File: config.mk
export PLATFORM = sky130hd
export DESIGN_NAME = quad_frame_detector
export DESIGN_NICKNAME = d
export VERILOG_FILES = /design/src/rtl/quad_frame_detector.sv
export SDC_FILE = /design/constraint.sdc
export NUM_CORES = 1
export LEC_CHECK = 0
export BUFFER_PORTS_ARGS = -buffer_cell sky130_fd_sc_hd__buf_2
export CELL_PAD_IN_SITES_DETAIL_PLACEMENT = 2
export CELL_PAD_IN_SITES_GLOBAL_PLACEMENT = 2
export CORE_AREA = 3 3 40 42
export DETAILED_ROUTE_END_ITERATION = 10
export DIE_AREA = 0 0 43 45
export GPL_TIMING_DRIVEN = 0
export HOLD_SLACK_MARGIN = 0.05
export PLACE_DENSITY_LB_ADDON = 0.1
export RECOVER_POWER = 100
export SLEW_MARGIN = 10
export SYNTH_ARGS = -nofsm -noshare
export SYNTH_HDL_FRONTEND = slang
export SYNTH_SLANG_ARGS = --single-unit
File: constraint.sdc
create_clock -name clk -period 1.3 [get_ports clk]
set_clock_uncertainty 0.05 [all_clocks]
set_input_delay 0.13 -clock clk [delete_from_list [all_inputs] [get_ports clk]]
set_output_delay 0.13 -clock clk [all_outputs]
set_load 0.02 [all_outputs]
File: src/rtl/quad_frame_detector.sv
module quad_frame_detector (
  input  logic clk,
  input  logic srst,
  input  logic din_valid,
  input  logic din,
  output logic z
);

  localparam logic [2:0] ST_START = 3'd0;
  localparam logic [2:0] ST_LEAD0 = 3'd1;
  localparam logic [2:0] ST_LEAD1 = 3'd2;
  localparam logic [2:0] ST_PAIR  = 3'd3;
  localparam logic [2:0] ST_DUD2  = 3'd4;
  localparam logic [2:0] ST_TRIO  = 3'd5;
  localparam logic [2:0] ST_DUD3  = 3'd6;

  logic [2:0] state, state_nx;

  always_comb begin
    state_nx = state;
    if (din_valid) begin
      case (state)
        ST_START: state_nx = din ? ST_LEAD1 : ST_LEAD0;
        ST_LEAD0: state_nx = din ? ST_PAIR  : ST_DUD2;
        ST_LEAD1: state_nx = din ? ST_DUD2  : ST_PAIR;
        ST_PAIR:  state_nx = din ? ST_DUD3  : ST_TRIO;
        ST_DUD2:  state_nx = ST_DUD3;
        ST_TRIO:  state_nx = ST_START;
        ST_DUD3:  state_nx = ST_START;
        default:  state_nx = ST_START;
      endcase
    end
  end

  always_ff @(posedge clk) begin
    if (srst) state <= ST_START;
    else      state <= state_nx;
  end

  assign z = !srst && din_valid && din && (state == ST_TRIO);

endmodule

# Word level (Yosys, flattened, before mapping)
# Cells that the tools add are included.
# classes
n_reduce_logical	5
muxes	5
eq_ne	5
# ops
op	n
3-bit one-hot mux with 5 select lines	1
3-bit by 2-bit equality test with 1-bit output (second input constant)	2
3-bit equality test (second input constant)	2
3-bit 2-to-1 mux	2
2-bit 2-to-1 mux	2
3-bit by 1-bit equality test with 1-bit output (second input constant)	1
1-bit logical AND	3
3-bit zero test	1
1-bit zero test	1
# totals
out_inout_bits	1
wordCells	16
regBits	3

# Logic depth before layout (Yosys ltp)
# logic_depth
depth_word	4
depth_mapped	3

# Worst setup path after synthesis
# No wires, ideal clock.
# synth_timing
kind	reg-to-output
start	register state[0]
end	output z
arrival_time_ns	1.311
stages_incl_launch_ff	4
path_slack_ns	-0.191
cell_sequence	dfxtp_1 > nor2b_4 > nand2_1 > nor4bb_1
# synth_between
elab_chain_cells	2
# synth_lines
item	line	text
start: declaration	17	logic [2:0] state, state_nx;
start signal: assignment	37	else state <= state_nx;
3-bit equality test	40	assign z = !srst && din_valid && din && (state == ST_TRIO);
1-bit logical AND	40	
end: declaration	6	output logic z
# No other way between the ends.

# Worst setup path after layout
# layout_timing
start	register state[0]
end	register state[0]
# layout_between
elab_chain_cells	2
elab_cells_between_ends	6
# layout_lines
item	line	text
3-bit equality test, or another cell as far along	22	case (state)
3-bit one-hot mux with 5 select lines (*)	22	
# Mark *: on every way between the ends. The rest lies on a longest branch, timed or not.
# A chain may end at the register's enable or synchronous reset.

==> flow_summary.yaml <==
outcome:
  status: "complete, but fails checks"
  failed_checks: "negative setup slack"
timing:
  tightestPinTransition_ns: 0.2030
  rsz0062_at_grt: "true"
  fin_crit_ns: 1.375
  relSlewSlack_pct: 86.35
  period_share_pct: 105.7
  final_max_slew_viol_count: 0
  setup_viol: 2
  fmax_mhz: 727.5
  report.final.hold_viol_count: 0
  fin_tns_setup_ns: -0.1476
  setup_slack_ns: -0.07458
floorplan:
  dieArea_sq_um: 1935
  die_w_um: 43
  pin_count: 5
  die_h_um: 45
  initial_core_util_pct: 14.61
  core_sq_um: 1285
  rows: 13
route:
  via_per_inst: 4.444
  vias: 200
  routed_wl_um: 558
  drt_pre_antenna_iters: 2
  antenna_left: 0
  drc: 0
  drt_iter0_drc: 3
  wl_per_cell_um: 12.40
global_routing:
  grt_max_degree: 9
  met2_usage_pct: 11.98
  grt-busiest-layer: "met2"
  grtUsageTotal_pct: 7.143
  grt_pass1_wl_um: 979
  overflow: 0
  antenna_found_initial: 0
  use_met3_pct: 3.586
  grtUsageMet1_pct: 7.416
  grt_pass1_vias: 216
logic_synthesis:
  ys_top_cells_by_area: "dfxtp_1 (32%), nor2b_4 (7.3%), mux2_2 (6.0%), nand2_1 (6.0%), a21oi_1 (5.3%)"
  syn_nets: 24
  postSynthCellCount: 20
  yosysTopAreaCell: "dfxtp_1"
  ys_seq_elements: 3
  yosysTopAreaCellShare_pct: 32.00
  synth.distinct_cells: 15
  synth.avg_cell_area_sq_um: 9.384
  synth_warnings: 0
  synth_area_sq_um: 187.7
  yosysSeqAreaShare_pct: 32.00
flow_run:
  cap_viol_max_count: 0
finish:
  top_regs: "state (3)"
  final_core_util_pct: 22.88
  drive_above_1_share_pct: 56.67
  largest_register_ffs: 3
  nets: 35
  final_cell_mix: "clkbuf_4 (3), buf_2 (3), buf_4 (3)"
  syn2layout_area_growth_pct: 56.67
  regArea_sq_um: 66.31
  fillers: 152
  antennaDiodeCount: 0
  top_register: "state"
  multiInputGateArea_sq_um: 145.1
  fin_area_sq_um: 294.0
clocking:
  root_buffer: "clkbuf_4"
  clk_latency_ns: 0.23
  clk_pin_slew_ns: 0.04
  numCtsBuffers: 3
  h-tree-depth: 1
  cts_tree: "done"
  clockBufferDepth: 2
  cts_sinks: 3
  holdBufCountCts: 0
min_path:
  hold_end: "state[1]"
  min-delay-start: "srst"
  hp-class: "primary input to flip-flop"
  whs_path_depth: 2
place:
  dpl_cell_area_sq_um: 241.5
  dp_hpwl_um: 402.3
  place.gp.congestion: 0.6145
  pre_cts_slack_ns: -0.05820
  port_buffers: 4
power_and_ir_drop:
  ir_drop_uv: 470.4
  p_total_mw: 0.3303
  leakage_nw: 0.1218
  powerDensity_nw_per_um2: 1123
critical_path:
  path_class: "flip-flop to flip-flop"
  end_kind: "flip-flop"
  cp_max_fo: 2
  r2r_end: "state[0]"
  start_kind: "flip-flop"
  r2r.worst_path.cells: 4
  worst_ep_required_time_ns: 1.40
  ff2ff_setup_slack_ns: -0.07
  r2r-start: "state[0]"
  arrival_ns: 1.47
## timing repair
| item | 4_1_cts | 5_1_grt |
|---|---|---|
| resized for setup | 5 | 1 |
| setup buffers | 2 | 0 |
| endpoints found under the setup margin | 1 | 2 |
| pin swaps | 1 | 2 |
## synthesized netlist by cell type
| library cell | n |
|---|---|
| nand3b_1 | 1 |
| o31ai_1 | 1 |
| o2111ai_1 | 1 |
| nor3_1 | 1 |
| or2b_1 | 1 |
| or4b_1 | 1 |
| o211a_1 | 1 |
| a31oi_1 | 1 |
| dfxtp_1 | 3 |
| nor2b_4 | 1 |
| mux2_2 | 1 |
| nand2_1 | 3 |
| nor4bb_1 | 1 |
| or2b_2 | 1 |
| a21oi_1 | 2 |
## stage by stage
step           hold slack (ns)  std cells
2_1_floorplan           0.1491         20
3_3_place_gp            0.3531         39
3_5_place_dp            0.3459         39
4_1_cts                0.09721         45
5_1_grt                 0.1030         45
6_report                0.1019         45
## layout make-up
class | instances | share of cell area [%]
clock buffer | 4 | 8.936
multi-input combinational | 17 | 49.36
sequential | 3 | 22.55
tap | 15 | 6.383
timing repair buffer | 6 | 12.77
## where the power goes
group | leakage (nW) | switching [mW] | internal, mW
sequential | 0.0261 | 0.00941 | 0.101
clock | 0.0150 | 0.0485 | 0.115
combinational | 0.0807 | 0.0249 | 0.0316
total | 0.122 | 0.0829 | 0.247
## worst max-delay path: stages (launching register included)
cell     delay [ns]
dfxtp_4        0.33
nor2b_4        0.12
buf_4          0.13
or4b_1         0.49
a31oi_1        0.17
## routing by layer
layer | vias up | part of all wire, %
li1 | 98 | -
met1 | 99 | 47
met2 | 3 | 51
met3 | 0 | 2.0
met4 | 0 | 0
met5 | - | 0
## cell families (layout without fill, tap and decap cells)
kind of cell	count (synthesis)	count (layout)	synth area share [%]
AO/OA/AOI/OAI	6	6	22.67
buffers and inverters	0	10	0
AND/OR/NAND/NOR	10	10	39.33
multiplexers	1	1	6.000
flip-flops	3	3	32.00
## how the worst max path moves through the flow
stage                     startpoint        to  slack [ns]  cells after the start
final                       state[0]  state[0]       -0.07                      4
after detailed placement    state[0]         z       -0.06                      4
after CTS                   state[0]         z        -0.1                      4
after floorplan             state[0]         z         0.1                      3
after global routing        state[0]         z       -0.17                      4
after global placement      state[0]         z       -0.03                      4
Power figures use the tool's default switching activity.
